--- config.mk ---
export PLATFORM = sky130hd
export DESIGN_NAME = wdt_guard
export DESIGN_NICKNAME = d
export VERILOG_FILES = /design/src/rtl/wdt_pkg.sv /design/src/rtl/wdt_cfg_lock.sv /design/src/rtl/wdt_tap_counter.sv /design/src/rtl/wdt_rst_pulse.sv /design/src/rtl/wdt_guard.sv
export SDC_FILE = /design/constraint.sdc
export NUM_CORES = 1
export LEC_CHECK = 0
export CAP_MARGIN = 40
export CORE_ASPECT_RATIO = 1.5
export CORE_MARGIN = 2
export CORE_UTILIZATION = 60
export CTS_CLUSTER_DIAMETER = 200
export DETAILED_ROUTE_END_ITERATION = 12
export HOLD_SLACK_MARGIN = 0.15
export PLACE_DENSITY_LB_ADDON = 0.3
export SLEW_MARGIN = 5
export SYNTH_ARGS = -nofsm -noshare
export SYNTH_HDL_FRONTEND = slang
export SYNTH_HIERARCHICAL = 1
export SYNTH_SLANG_ARGS = --single-unit
--- constraint.sdc ---
create_clock -name clk_i -period 5.5 [get_ports clk_i]
set_clock_uncertainty 0.1 [all_clocks]
set_input_delay 1.1 -clock clk_i [delete_from_list [all_inputs] [get_ports clk_i]]
set_output_delay 1.1 -clock clk_i [all_outputs]
set_load 0.02 [all_outputs]
--- src/rtl/wdt_pkg.sv ---
package wdt_pkg;
  localparam int N_TAPS = 8;
  localparam int PSEL_W = $clog2(N_TAPS);
  localparam int CTL_W  = PSEL_W + 2;

  typedef struct packed {
    logic              chg;
    logic              ena;
    logic [PSEL_W-1:0] psel;
  } wdt_ctl_t;
endpackage

--- src/rtl/wdt_cfg_lock.sv ---
module wdt_cfg_lock
  import wdt_pkg::*;
#(
  parameter int WIN_CYC = 4
) (
  input  logic              clk_i,
  input  logic              rst_ni,
  input  logic              lvl2_i,
  input  logic              wr_i,
  input  wdt_ctl_t          wr_ctl_i,
  output logic              ena_o,
  output logic [PSEL_W-1:0] psel_o,
  output logic              open_o
);
  localparam int WIN_W = $clog2(WIN_CYC + 1);

  logic [WIN_W-1:0]  win_q;
  logic              ena_q;
  logic [PSEL_W-1:0] psel_q;
  logic              win_open;

  assign win_open = (win_q != '0);

  always_ff @(posedge clk_i or negedge rst_ni) begin
    if (!rst_ni) begin
      win_q  <= '0;
      ena_q  <= 1'b0;
      psel_q <= '0;
    end else if (wr_i) begin
      if (win_open) begin
        ena_q  <= wr_ctl_i.ena;
        psel_q <= wr_ctl_i.psel;
        win_q  <= '0;
      end else begin
        // enabling is never locked; the unlock pattern also enables
        if (wr_ctl_i.ena) ena_q <= 1'b1;
        if (wr_ctl_i.chg && wr_ctl_i.ena) win_q <= WIN_W'(WIN_CYC);
      end
    end else if (win_open) begin
      win_q <= win_q - 1'b1;
    end
  end

  assign ena_o  = ena_q | lvl2_i;
  assign psel_o = psel_q;
  assign open_o = win_open;
endmodule

--- src/rtl/wdt_tap_counter.sv ---
module wdt_tap_counter
  import wdt_pkg::*;
#(
  parameter int BASE_EXP = 11
) (
  input  logic              clk_i,
  input  logic              rst_ni,
  input  logic              tick_i,
  input  logic              ena_i,
  input  logic              kick_i,
  input  logic [PSEL_W-1:0] psel_i,
  output logic              expire_o
);
  localparam int CNT_W = BASE_EXP + N_TAPS - 1;

  logic [CNT_W-1:0] lim_tab [N_TAPS];
  logic [CNT_W-1:0] cnt_q;
  logic             pend_q;
  logic             clr;

  for (genvar g = 0; g < N_TAPS; g++) begin : g_tap
    assign lim_tab[g] = CNT_W'((64'd1 << (BASE_EXP + g)) - 64'd1);
  end

  assign clr      = pend_q | kick_i;
  assign expire_o = ena_i & tick_i & ~clr & (cnt_q >= lim_tab[psel_i]);

  always_ff @(posedge clk_i or negedge rst_ni) begin
    if (!rst_ni) begin
      cnt_q  <= '0;
      pend_q <= 1'b0;
    end else if (!ena_i) begin
      cnt_q  <= '0;
      pend_q <= 1'b0;
    end else if (tick_i) begin
      pend_q <= 1'b0;
      if (clr || expire_o) cnt_q <= '0;
      else                 cnt_q <= cnt_q + 1'b1;
    end else if (kick_i) begin
      pend_q <= 1'b1;  // hold kick until the next tick
    end
  end
endmodule

--- src/rtl/wdt_rst_pulse.sv ---
module wdt_rst_pulse (
  input  logic clk_i,
  input  logic rst_ni,
  input  logic expire_i,
  input  logic flag_wr_i,
  input  logic flag_data_i,
  output logic rst_o,
  output logic flag_o
);
  logic rst_q;
  logic flag_q;

  always_ff @(posedge clk_i or negedge rst_ni) begin
    if (!rst_ni) begin
      rst_q  <= 1'b0;
      flag_q <= 1'b0;
    end else begin
      rst_q <= expire_i;
      if (expire_i || rst_q)             flag_q <= 1'b1;
      else if (flag_wr_i && !flag_data_i) flag_q <= 1'b0;
    end
  end

  assign rst_o  = rst_q;
  assign flag_o = flag_q;
endmodule

--- src/rtl/wdt_guard.sv ---
module wdt_guard
  import wdt_pkg::*;
#(
  parameter int BASE_EXP = 11,
  parameter int WIN_CYC  = 4
) (
  input  logic              clk_i,
  input  logic              rst_ni,
  input  logic              tick_i,
  input  logic              safe_lvl2_i,
  input  logic              kick_i,
  input  logic              wr_i,
  input  logic [CTL_W-1:0]  wr_data_i,
  input  logic              flag_wr_i,
  input  logic              flag_data_i,
  output logic              wd_rst_o,
  output logic              enabled_o,
  output logic [PSEL_W-1:0] tap_sel_o,
  output logic              unlock_o,
  output logic              wd_flag_o
);
  logic              ena;
  logic [PSEL_W-1:0] psel;
  logic              expire;

  wdt_cfg_lock #(.WIN_CYC(WIN_CYC)) u_cfg (
    .clk_i    (clk_i),
    .rst_ni   (rst_ni),
    .lvl2_i   (safe_lvl2_i),
    .wr_i     (wr_i),
    .wr_ctl_i (wdt_ctl_t'(wr_data_i)),
    .ena_o    (ena),
    .psel_o   (psel),
    .open_o   (unlock_o)
  );

  wdt_tap_counter #(.BASE_EXP(BASE_EXP)) u_cnt (
    .clk_i    (clk_i),
    .rst_ni   (rst_ni),
    .tick_i   (tick_i),
    .ena_i    (ena),
    .kick_i   (kick_i),
    .psel_i   (psel),
    .expire_o (expire)
  );

  wdt_rst_pulse u_rst (
    .clk_i       (clk_i),
    .rst_ni      (rst_ni),
    .expire_i    (expire),
    .flag_wr_i   (flag_wr_i),
    .flag_data_i (flag_data_i),
    .rst_o       (wd_rst_o),
    .flag_o      (wd_flag_o)
  );

  assign enabled_o = ena;
  assign tap_sel_o = psel;
endmodule

==> results.md <==
- The die is 70.5 um tall.
- In this run the tightest slew margin relative to its limit is 48.7%.
- The flow ran to the end, and the final reports show no timing, DRC or antenna violations.
- The internal power is 0.417 mW.
- The buffer count from post-CTS setup fixing is 0.
- The number of ports placed on the die boundary is 20.
- The routability congestion estimate from global placement is 0.843.
- The remaining global-route overflow is 0.
- For this block, the initial DRC count from the detailed router was 49.
- For this run, global-route usage on met3 was measured as 2.35%.
- Timing would allow up to 282 MHz.
- STA classifies the critical path startpoint as an input port.
- The count of unique library cells instantiated by Yosys is 45.
- The power share of the combinational group is 39.2%.
- By startpoint and endpoint, the worst setup path is classified as input port to primary output.
- From left edge to right edge, the die measures 48.3 um.
- The number of max-slew violations in the final report was 0.
- The number of instances in the synthesized netlist is 175.
- In the synthesized netlist the async set-or-reset flop fraction comes to 100%.
- The number of placement rows is 24.
- The met2 track demand over resource is 43.5%.
- The fraction of layout cells with a size suffix above 1 is 12.0%.
- The routed design could run at a clock period as short as 3.54 ns.
- The clock net sink count is 28.
- The number of antenna violations at the first check in global routing is 0.
- After global routing, the most crowded layer is met2.
- The most common flop cell mapped by yosys is sky130_fd_sc_hd__dfrtp_1.
- The total count of hold-check failures in the final report is 0.
- At the pin with the least slew margin, the transition time is 0.769 ns.
- The number of gates resized after cts is 0.
- The count of unresolved DRC violations after routing is 0.
- The number of global-route vias before repair is 1,478.
- Of all nets on the critical path, the largest fanout is 3.
- Power comes to 0.651 mW.
- The area of the die is 0.00340 mm^2.
- The count of nets after finishing is 215.
- Max-cap violations in this run came to 0.
- The CTS tree is yes.
- The number of enable-type register cells in the synthesized netlist is 0.
- In this run the number of H-tree levels came out at 1.
- Data on the critical path is required at its endpoint by 4.30 ns.
- The sequential fraction of the synthesis area is 39.7%.
- The areal power density over the cells is 323 mW/mm^2.
- After legalization and detailed placement, the total HPWL measured 2670 um.
- The total track usage is 24.3%.
- Input and output buffers added on the ports amount to 19.
- The count of nets left with antenna violations after detail routing is 0.
- The worst path arrival time is 2.34 ns.
- The clock tree root buffer cell is sky130_fd_sc_hd__clkbuf_8.
- The area of the core region is 0.00285 mm^2.
- Summing every instance area after synthesis gives 0.00177 mm^2.
- The post-synthesis to final-layout area growth is 14.1%.
- For this run, the number of Yosys warnings is 6.
- The number of antenna diodes in the final layout is 0.
- Each instance of the synthesized netlist takes up on average 10.1 um^2.
- The global-route met1 utilization is 28.4%.
- In the final timing run, aggregate negative setup slack is 0 ns.
- In the routed layout, each cell is associated on average with a via count of 6.38.
- The share of total power dissipated in sequential elements is 41.1%.
- The first global-routing pass estimated 6510 um of wire.
- Counting along the longest clock path gives a buffer depth of 2.
- The total of hold buffers inserted after clock tree synthesis is 0.
- The number of vias after detailed routing is 1,467.
- The number of nets in the synthesized netlist is 198.
- The final layout contains routed wiring with a total length of 3760 um.
- The number of detailed-route iterations in the first pass is 5.
- The starting density of the core is 61.9%.
- Clock latency on the worst-skew pair, taken at its later pin, is 0.28 ns.
- The worst path uses 64.4% of the clock period.
- The net switching power is 0.234 mW.
- The worst IR drop on VDD is 0.245 mV.
- Of the total power, the share spent switching nets is 36.0%.
- The share of total power dissipated in the clock network is 19.8%.
- The type of the worst min-delay path is register to register.
- The final-report setup violation count is 0.
- Dividing the detail-routed wire length by the instance count gives 16.3 um.
- The pin count of the biggest net entering global routing is 29.
- The clock-pin slew on the worst setup and hold paths is 0.09 ns.
- Setup repair after global routing left no endpoint under its margin.
- The number of register bits inferred by synthesis is 28.
- The type of element capturing the critical path is a primary output.
- The reported leakage power is 0.855 nW.
- The clock buffer count from CTS is 3.
-- per-stage QoR --
step	setup slack [ns]	cells	util [%]	instance area (um^2)	hold slack, ns
after detailed placement	1.94	226	68.7	1960	0.368
after CTS	1.95	230	70.7	2020	0.389
after global placement	1.96	225	68.3	1950	0.351
after floorplan	2.85	175	-	1770	0.359
after global routing	1.90	230	70.7	2020	0.416
final	1.96	230	70.7	2020	0.384
-- synthesized netlist by cell type (all sizes together), types with 3 or more instances --
| library cell | number | area share, % |
|---|---|---|
| o21ai | 6 | 1.7 |
| o311ai | 6 | 5.1 |
| inv | 9 | 1.9 |
| mux2i | 4 | 2.3 |
| ha | 10 | 7.1 |
| buf | 7 | 3.2 |
| dfrtp | 28 | 40 |
| nand2 | 19 | 4.5 |
| a21o | 3 | 1.3 |
| mux2 | 3 | 2.5 |
| nand4 | 13 | 5.5 |
| a31oi | 8 | 2.8 |
| nor2 | 7 | 1.5 |
| nor3 | 4 | 1.1 |
| o22ai | 3 | 1.1 |
| nand3 | 14 | 4.0 |
| a21oi | 3 | 0.85 |
-- flip-flops by register name (all words and copies together), names as in the netlist --
signal / flops
u_rst/flag_o: 1
u_cfg/ena_q: 1
u_cfg/psel_o: 3
u_cnt/pend_q: 1
u_cnt/cnt_q: 18
u_rst/rst_o: 1
u_cfg/win_q: 3
-- worst max-delay path: stages --
cell and delay (ns):
sky130_fd_sc_hd__clkdlybuf4s50_1 0.39, sky130_fd_sc_hd__or2_2 0.31, sky130_fd_sc_hd__clkdlybuf4s50_1 0.55
-- layout by cell type (no fill, tap or decap), types with 3 or more instances in the layout --
cell type / n
sky130_fd_sc_hd__a21o_1: 3
sky130_fd_sc_hd__nand4_1: 12
sky130_fd_sc_hd__nor3_1: 4
sky130_fd_sc_hd__o22ai_1: 3
sky130_fd_sc_hd__mux2_4: 3
sky130_fd_sc_hd__dfrtp_1: 28
sky130_fd_sc_hd__mux2i_1: 4
sky130_fd_sc_hd__clkdlybuf4s50_1: 19
sky130_fd_sc_hd__nand3_1: 14
sky130_fd_sc_hd__o311ai_2: 5
sky130_fd_sc_hd__ha_1: 10
sky130_fd_sc_hd__o21ai_0: 5
sky130_fd_sc_hd__nor2_1: 7
sky130_fd_sc_hd__a21oi_1: 3
sky130_fd_sc_hd__nand2_1: 18
sky130_fd_sc_hd__a31oi_1: 8
sky130_fd_sc_hd__clkbuf_8: 4
sky130_fd_sc_hd__inv_1: 9
-- final timing paths --
check | slack (ns) | cells after the start | startpoint | end
min | 0.38 | 1 | u_rst/rst_o | u_rst/flag_o
min in group asynchronous | 1.09 | 2 | rst_ni | u_cnt/cnt_q[11]
max reg2reg | 2.16 | 7 | u_cfg/psel_o[2] | u_cnt/cnt_q[10]
min reg2reg | 0.38 | 1 | u_rst/rst_o | u_rst/flag_o
max | 1.96 | 3 | safe_lvl2_i | enabled_o
max in group asynchronous | 3.94 | 2 | rst_ni | u_cnt/pend_q
-- cells by family (layout without fill, tap and decap cells) --
group                    count (synthesis)  count (layout)  synth area share, %
adder cells (fa/ha/maj)                 10              10                 7.08
multiplexers                             7               7                 4.82
AO/OA/AOI/OAI                           39              39                 19.3
flip-flops                              28              28                 39.7
AND/OR/NAND/NOR                         73              73                 23.7
buffers and inverters                   18              34                 5.52
-- layout make-up --
class	instances	area (um^2)
timing repair buffer	21	209
tap	39	48.8
inverter	9	33.8
fill	217	837
sequential	28	701
clock buffer	4	55.1
multi-input combinational	129	968
-- power by group through the flow --
stage | sequential (mW) | combinational [mW] | clock, mW
finish | 0.267 | 0.255 | 0.128
global route | 0.272 | 0.278 | 0.138
CTS | 0.267 | 0.257 | 0.132
detailed placement | 0.271 | 0.253 | 0
global placement | 0.267 | 0.233 | 0
floorplan | 0.276 | 0.169 | 0
-- layer usage --
layer  part of all wire [%]  vias up
li1                       -      693
met1                     40      719
met2                     53       42
met3                    3.0       13
met4                    3.6        0
met5                      0        -
Note: power is estimated with default switching activity, not from simulation.
